==> src/rtl/lsr_pkg.sv <==
`timescale 1ns/1ps
package lsr_pkg;
  localparam int WORD_W = 30;
  localparam int DE_BIT = 26;

  typedef struct packed {
    logic [1:0]  gp;
    logic        de;
    logic        vs;
    logic        hs;
    logic [23:0] rgb;
  } pixel_t;
endpackage

==> src/rtl/lsr_lane_shift.sv <==
`timescale 1ns/1ps
module lsr_lane_shift #(
  parameter int DEPTH = 10
) (
  input  logic             clk,
  input  logic             rst,
  input  logic             bit_in,
  output logic [DEPTH-1:0] hist
);
  generate
    if (DEPTH == 1) begin : g_single
      always_ff @(posedge clk) begin
        if (rst) hist <= '0;
        else     hist <= bit_in;
      end
    end else begin : g_multi
      always_ff @(posedge clk) begin
        if (rst) hist <= '0;
        else     hist <= {hist[DEPTH-2:0], bit_in};
      end
    end
  endgenerate
endmodule

==> src/rtl/lsr_word_assemble.sv <==
`timescale 1ns/1ps
module lsr_word_assemble #(
  parameter int LANES = 3,
  parameter int SLOTS = 10
) (
  input  logic [LANES-1:0][SLOTS-1:0] hist,
  output logic [LANES*SLOTS-1:0]      word
);
  for (genvar gl = 0; gl < LANES; gl++) begin : g_lane
    for (genvar gs = 0; gs < SLOTS; gs++) begin : g_slot
      // oldest sample of a lane sits at the top of its history
      assign word[gs*LANES + gl] = hist[gl][SLOTS-1-gs];
    end
  end
endmodule

==> src/rtl/lsr_align_ctrl.sv <==
`timescale 1ns/1ps
module lsr_align_ctrl
  import lsr_pkg::*;
#(
  parameter int                SLOTS      = 10,
  parameter logic [WORD_W-1:0] SYNC_WORD  = 30'h1BC35A96,
  parameter int                PERR_LIMIT = 3
) (
  input  logic              clk,
  input  logic              rst,
  input  logic [WORD_W-1:0] word,
  output logic              sync_hit,
  output logic              locked,
  output logic              px_valid,
  output pixel_t            px_data,
  output logic              parity_err
);
  localparam int CW = (SLOTS > 1) ? $clog2(SLOTS) : 1;
  localparam int RW = $clog2(PERR_LIMIT + 1);
  localparam logic [CW-1:0] LOCK_CNT = CW'(1 % SLOTS);

  logic [CW-1:0] cnt_q;
  logic [RW-1:0] run_q;
  logic          prev_de_q;
  logic          par_bad;
  logic          sync_missing;

  assign sync_hit     = (word == SYNC_WORD);
  assign par_bad      = ^word;
  assign sync_missing = prev_de_q && !word[DE_BIT] && !sync_hit;

  always_ff @(posedge clk) begin
    if (rst) begin
      locked     <= 1'b0;
      cnt_q      <= '0;
      run_q      <= '0;
      prev_de_q  <= 1'b0;
      px_valid   <= 1'b0;
      parity_err <= 1'b0;
      px_data    <= '0;
    end else begin
      px_valid   <= 1'b0;
      parity_err <= 1'b0;
      if (!locked) begin
        if (sync_hit) begin
          locked    <= 1'b1;
          cnt_q     <= LOCK_CNT;
          run_q     <= '0;
          prev_de_q <= 1'b0;
        end
      end else begin
        cnt_q <= (cnt_q == CW'(SLOTS-1)) ? '0 : cnt_q + 1'b1;
        if (cnt_q == '0) begin
          if (sync_hit) begin
            prev_de_q <= 1'b0;
          end else if (sync_missing) begin
            locked <= 1'b0;
          end else begin
            px_valid   <= 1'b1;
            parity_err <= par_bad;
            px_data    <= word[WORD_W-2:0];
            prev_de_q  <= word[DE_BIT];
            if (!par_bad) begin
              run_q <= '0;
            end else if (run_q == RW'(PERR_LIMIT-1)) begin
              run_q  <= '0;
              locked <= 1'b0;
            end else begin
              run_q <= run_q + 1'b1;
            end
          end
        end
      end
    end
  end
endmodule

==> src/rtl/lane_sync_rx.sv <==
`timescale 1ns/1ps
module lane_sync_rx
  import lsr_pkg::*;
#(
  parameter int                LANES      = 3,
  parameter logic [WORD_W-1:0] SYNC_WORD  = 30'h1BC35A96,
  parameter int                PERR_LIMIT = 3
) (
  input  logic             clk,
  input  logic             rst,
  input  logic [LANES-1:0] lane_in,
  output logic             locked,
  output logic             px_valid,
  output logic [23:0]      px_rgb,
  output logic             px_hs,
  output logic             px_vs,
  output logic             px_de,
  output logic [1:0]       px_gp,
  output logic             parity_err
);
  localparam int SLOTS = WORD_W / LANES;

  logic [LANES-1:0][SLOTS-1:0] hist;
  logic [WORD_W-1:0]           word;
  logic                        sync_hit;
  pixel_t                      px_data;

  for (genvar g = 0; g < LANES; g++) begin : g_lane
    lsr_lane_shift #(.DEPTH(SLOTS)) shift_i (
      .clk    (clk),
      .rst    (rst),
      .bit_in (lane_in[g]),
      .hist   (hist[g])
    );
  end

  lsr_word_assemble #(.LANES(LANES), .SLOTS(SLOTS)) asm_i (
    .hist (hist),
    .word (word)
  );

  lsr_align_ctrl #(
    .SLOTS      (SLOTS),
    .SYNC_WORD  (SYNC_WORD),
    .PERR_LIMIT (PERR_LIMIT)
  ) ctrl_i (
    .clk        (clk),
    .rst        (rst),
    .word       (word),
    .sync_hit   (sync_hit),
    .locked     (locked),
    .px_valid   (px_valid),
    .px_data    (px_data),
    .parity_err (parity_err)
  );

  assign px_rgb = px_data.rgb;
  assign px_hs  = px_data.hs;
  assign px_vs  = px_data.vs;
  assign px_de  = px_data.de;
  assign px_gp  = px_data.gp;
endmodule

==> config.mk <==
export PLATFORM = sky130hd
export DESIGN_NAME = lane_sync_rx
export DESIGN_NICKNAME = d
export VERILOG_FILES = /design/src/rtl/lsr_pkg.sv /design/src/rtl/lsr_lane_shift.sv /design/src/rtl/lsr_word_assemble.sv /design/src/rtl/lsr_align_ctrl.sv /design/src/rtl/lane_sync_rx.sv
export SDC_FILE = /design/constraint.sdc
export NUM_CORES = 1
export LEC_CHECK = 0
export ABC_AREA = 1
export ABC_CLOCK_PERIOD_IN_PS = 2930
export BUFFER_PORTS_ARGS = -buffer_cell sky130_fd_sc_hd__buf_2
export CORE_MARGIN = 2
export CORE_UTILIZATION = 35
export DETAILED_ROUTE_END_ITERATION = 8
export PLACE_DENSITY = 0.5
export SETUP_SLACK_MARGIN = 0.1
export SYNTH_ARGS = -nofsm -noshare
export SYNTH_HDL_FRONTEND = slang
export SYNTH_SLANG_ARGS = --single-unit
==> constraint.sdc <==
create_clock -name clk -period 2.93 [get_ports clk]
set_clock_uncertainty 0.15 [all_clocks]
set_input_delay 0.4395 -clock clk [delete_from_list [all_inputs] [get_ports clk]]
set_output_delay 0.4395 -clock clk [all_outputs]
set_load 0.1 [all_outputs]
=== Word-level counts from Yosys, hierarchy flattened ===
Index checks and enable logic that the tools add are counted.
Widths: inputs -> output; s select.

* $add $sub $neg: 2
* Equality and inequality tests: 6
* Multiplexer cells: 23
* Bitwise logic cells: 4
* Reduce and logical (&&, ||, !) cells: 12

{| class="wikitable"
|+ Operators with widths
! cell !! number
|-
| $eq 30x29->1 const B || 1
|-
| $reduce_xor 30->1 || 1
|-
| $mux 2 || 7
|-
| $mux 1 || 13
|-
| $mux 4 || 3
|-
| $reduce_and 4->1 || 2
|-
| $reduce_or 5->1 || 1
|-
| $add 4x1->4 const B || 1
|-
| $eq 4x4->1 const B || 1
|-
| $logic_not 4->1 || 1
|-
| $ne 2x2->1 const B || 2
|-
| $not 1->1 || 4
|-
| $reduce_or 4->1 || 1
|-
| $reduce_and 3->1 || 1
|-
| $add 2x1->2 const B || 1
|-
| $eq 2x2->1 const B || 1
|-
| $logic_and 1x1->1 || 2
|-
| $logic_not 1->1 || 2
|-
| $ne 2x1->1 const B || 1
|-
| $reduce_bool 2->1 || 1
|}

* Register bits after elaboration: 69
* Input bits: 5
* Output and inout port bits: 32
* Word-level logic and storage cells: 61

=== Depth between registers and ports, before layout ===
* Word-level depth: 7
* Gate-level depth with buffers: 15
* Depth with buffers taken out: 15

=== Cells and area by module ===
From an unflattened synthesis, not the netlist that was laid out.

* Cell total of the unflattened synthesis: 455
* Area, all modules: 3418.3 µm²

{| class="wikitable"
|+ By module, submodules not included
! module !! instances !! cells an instance !! area an instance (µm²) !! sequential area each (µm²)
|-
| lsr_align_ctrl || 1 || 332 || 2333.5 || 780.7
|-
| lsr_lane_shift || 3 || 31 || 286.5 || 200.2
|-
| lsr_word_assemble || 1 || 30 || 225.2 || 0.0
|}

=== Worst setup path after synthesis ===
OpenSTA, ideal clock, no wires.

* Path type: register to register
* Start point: register ctrl_i.locked
* End point: register, netlist name ctrl_i.px_data[10]
* Library setup time: 0.067 ns
* Arrival: 2.000 ns
* Required time: 2.713 ns
* Slack: 0.714 ns
* Cell stages (with the launch flop): 8
* Path buffers: 1
* Clock period less this slack: 2.216 ns
* Path through: dfxtp_1 -> inv_1 -> nor2_4 -> nand3_4 -> inv_8 -> buf_12 -> o21ai_2 -> a21oi_2

* Longest elaborated chain between the ends: 1

{| class="wikitable"
|+ RTL lines
! item !! RTL line !! RTL
|-
| start: declaration || lsr_align_ctrl.sv:13 || <nowiki>output logic locked,</nowiki>
|-
| start signal: assignment || lsr_align_ctrl.sv:34 || <nowiki>locked <= 1'b0;</nowiki>
|-
| start signal: assignment || lsr_align_ctrl.sv:46 || <nowiki>locked <= 1'b1;</nowiki>
|-
| start signal: assignment || lsr_align_ctrl.sv:57 || <nowiki>locked <= 1'b0;</nowiki>
|-
| $reduce_and 4->1 (no line) || n/a ||
|}

No other way between the ends.
A chain may end at the register's enable or synchronous reset.

=== Worst setup path in the final report ===
* Start point: register g_lane[2].shift_i.hist[1]
* End point: register, netlist name ctrl_i.px_data[0]

* Longest elaborated chain between the ends: 5
* Elaborated cells on any way between the ends: 8
* Classes of those cells: 1 x eq/ne; 2 x bitwise; 5 x reduce/logical

{| class="wikitable"
|+ RTL lines
! item !! RTL line !! RTL
|-
| start: declaration || lsr_lane_shift.sv:8 || <nowiki>output logic [DEPTH-1:0] hist</nowiki>
|-
| start signal: assignment || lsr_lane_shift.sv:19 || <nowiki>else hist <= {hist[DEPTH-2:0], bit_in};</nowiki>
|-
| $eq 30x29->1 or $logic_not 1->1 (tied branches) || lsr_align_ctrl.sv:28, lsr_align_ctrl.sv:30 ||
|-
| $logic_not 1->1 or $logic_and 1x1->1 (tied branches) || lsr_align_ctrl.sv:30 || <nowiki>assign sync_missing = prev_de_q && !word[DE_BIT] && !sync_hit;</nowiki>
|-
| $logic_and 1x1->1 || lsr_align_ctrl.sv:30 ||
|-
| $not 1->1 (no line) || n/a ||
|-
| $reduce_and 4->1 (no line) (*) || n/a ||
|}

Every way passes the cells marked *; elsewhere a longest branch is shown, timed or not.

==> results by group <==
Setup path
  • Crit path cell chain: inv_2 -> ha_1 -> nand3_1 -> nor2_1 -> nand2_2 -> nand3_4 -> inv_8 -> o21ai_0 -> a21oi_1
  • Critical path type: reg2reg
  • Slowest Stage Delay on Critical Path: ~390 ps
  • Kind of end point of the critical path: register
  • Crit-path slowest cell: dfxtp_1
  • Crit start category: register
  • Worst Path Arrival: roughly 2100 ps
  • Worst-path fanout max: 55
  • Depth of the most critical reg-to-reg path: 9
  • Required @ worst endpoint: 3060 ps

CTS
  • Clk Latency, worst-skew pair: between 300 and 400 ps
  • Post-cts resize count: 0
  • Num CTS Buffers: 9
  • # hold bufs at CTS: 0
  • Setup Buffers After CTS: 0
  • Root Driver: clkbuf_8
  • Clock buffer depth: 2
  • CTS tree: done
  • H-tree Lvls: 3
  • Clk slew on worst S/H paths: 70 ps
  • # clock sinks: just under 70

Global routing
  • Antenna violations before repair: 0
  • Largest net degree at the start of global routing: 56
  • GR peak layer: met2
  • Met1 Usage GRT: 16.6%
  • Met2 usage: 21.8%
  • Grt total ovfl: 0
  • Vias in the first global route: 2251
  • First-pass GRT wire length: 10300 um
  • Total Routing Usage GR: 13.5%
  • GR Util met3: 2.70%

Drt
  • First-pass DRT Iterations: 4
  • Drt initial violations: 32
  • Total Wirelength: 5860 um
  • WL per Instance: 11.1 um
  • Number of vias per cell: 4.47
  • Routed Antenna Nets: 0
  • DR DRC count: 0
  • Routed via count: 2371

Synthesis
  • Simple-gate portion of the synthesized area: 21.1%
  • Synth warnings: 0
  • Ranking of synthesized cells by area: dfxtp_1, nand2_1, ha_1
  • Compound-Gate Fraction of Synth Area: approximately 16%
  • Largest area contributor in the netlist: dfxtp_1
  • Post-synthesis mux area share: 0%
  • Main combinational cell family by area after synthesis: simple AND/OR/NAND/NOR gates
  • Syn Inst Count: 380
  • Xor/xnor share of the synthesized area: 0.280%
  • Seq cells post-synth: 69
  • Adder-Cell Fraction of Synth Area: 7.20%
  • Synth top area share: 44.2%
  • Register area share after synthesis: around 44%
  • Synthesized area: 0.00313 sq mm
  • Synth Area per Inst: 8.23 sq um
  • Post-Syn Nets: just over 400
  • Netlist cell types: 27

Timing
  • Part of the cycle the worst path needs: 67.8%
  • Final setup fails: 0
  • Relative slew margins: 67.9%
  • Final Slew Violations: 0
  • Fmax achieved: about 500 MHz
  • Setup TNS: 0 ps
  • Worst hold slack: approximately 130 ps
  • Tightest Pin Transition: about 480 ps
  • Setup WS post-layout: 943 ps
  • Final hold violations: 0
  • Final min period: 1990 ps
  • RSZ-0062 raised after global routing: no

Floorplan
  • Io pins: 37
  • Initial core utilization: 36.0%
  • Die X: 98.5 um
  • Core area: 0.00868 sq mm
  • Die ar.: 0.00971 sq mm
  • Die span in y: 98.5 um
  • # rows: 34

Power
  • PwrDens: 508 mW/mm^2
  • Leak pwr: 1.59 nW
  • Max IR drop VDD: roughly 200 uV
  • PnR Total Power: 1.80 mW

Min path
  • Hold Crit Class: in2reg
  • Worst Hold Depth: 2

Place
  • Port Buffers: 36
  • Dpl cell area: 0.00335 sq mm
  • Dpl ws: approximately 960 ps
  • GP Congestion: 0.805
  • Post-detail-place hpwl: 4300 um
  • Placed insts: between 500 and 600

Cells and area
  • Share of cells above drive strength 1: 25.6%
  • Diodes inserted: 0
  • Area Growth Syn to Fin: 13.2%
  • Final Core Density: 40.8%
  • Fillers: 927
  • Finished Layout Cells: 530
  • Most frequent cells in the layout: nand2_1, dfxtp_1, inv_1, nor2_1, buf_2
  • Register area: approximately 0.0014 sq mm
  • Post-route cell area: 0.00354 sq mm
  • Multi-input logic area: around 0.0014 sq mm
  • Commonest non-fill, non-tap cell in the layout: nand2_1
  • Nets: 440

Job
  • Max_cap viols: 0

Run status
  • Status: finished clean
==> Yosys cell counts, drive strengths merged <==
master / instances
a21boi: 1
nand4: 6
ha: 18
nand2: 85
nor3: 1
a221oi: 1
o21ai: 27
nor2: 45
nand3: 16
a21oi: 36
dfxtp: 69
nor4: 1
xor2: 1
clkbuf: 4
inv: 61
buf: 8
==> cells by family (layout without fill, tap and decap cells) <==
group | Yosys count | count (layout)
DFF | 69 | 69
adders and majority gates | 18 | 18
AOI/OAI and AO/OA | 65 | 65
xor gates and xnor gates | 1 | 1
and+or+nand+nor | 154 | 154
buffers and inverters | 73 | 115
==> area by class of cell <==
cell class / count / share of cell area [%]
clock inverters: 4 / 1.34
multi-input cells: 238 / 39.5
flip-flops and latches: 69 / 39.0
inverters: 61 / 6.68
well taps: 108 / 3.82
clock buffers: 12 / 4.10
repair buffers: 38 / 5.52
==> registers in the layout (all words and copies together), names as in the netlist <==
register	cells
ctrl_i.run_q	2
ctrl_i.px_valid	1
ctrl_i.px_data	29
ctrl_i.prev_de_q	1
ctrl_i.cnt_q	4
ctrl_i.parity_err	1
ctrl_i.locked	1
g_lane.shift_i.hist	30
==> worst max-delay path, delay by kind of cell (launching register included) <==
family          cells  cell delay, ps
compound gates      2             270
fa+ha+maj           1             200
simple gates        4             410
buf+inv             2             430
flops               1             390
==> final timing paths <==
| path | start | end | slack (ps) |
|---|---|---|---|
| hold reg to reg | g_lane[2].shift_i.hist[0] | g_lane[2].shift_i.hist[1] | 300 |
| setup reg to reg | g_lane[2].shift_i.hist[1] | ctrl_i.px_data[0] | 940 |
| hold / removal | rst | g_lane[0].shift_i.hist[0] | 130 |
| setup / recovery | g_lane[2].shift_i.hist[1] | ctrl_i.px_data[0] | 940 |
==> where the power goes <==
| group | switching (mW) | total [mW] | internal [mW] | leakage (nW) |
|---|---|---|---|---|
| Sequential | 0.00381 | 0.948 | 0.944 | 0.557 |
| Combinational | 0.0600 | 0.0885 | 0.0286 | 0.940 |
| Clock | 0.349 | 0.763 | 0.414 | 0.0964 |
==> per-layer routing <==
| layer | vias to the layer above | share of wire, % |
|---|---|---|
| met5 | - | 0 |
| met4 | 0 | 2.6 |
| met3 | 11 | 3.1 |
| met2 | 31 | 47 |
| met1 | 1056 | 47 |
| li1 | 1273 | - |
Power figures use the tool's default switching activity.
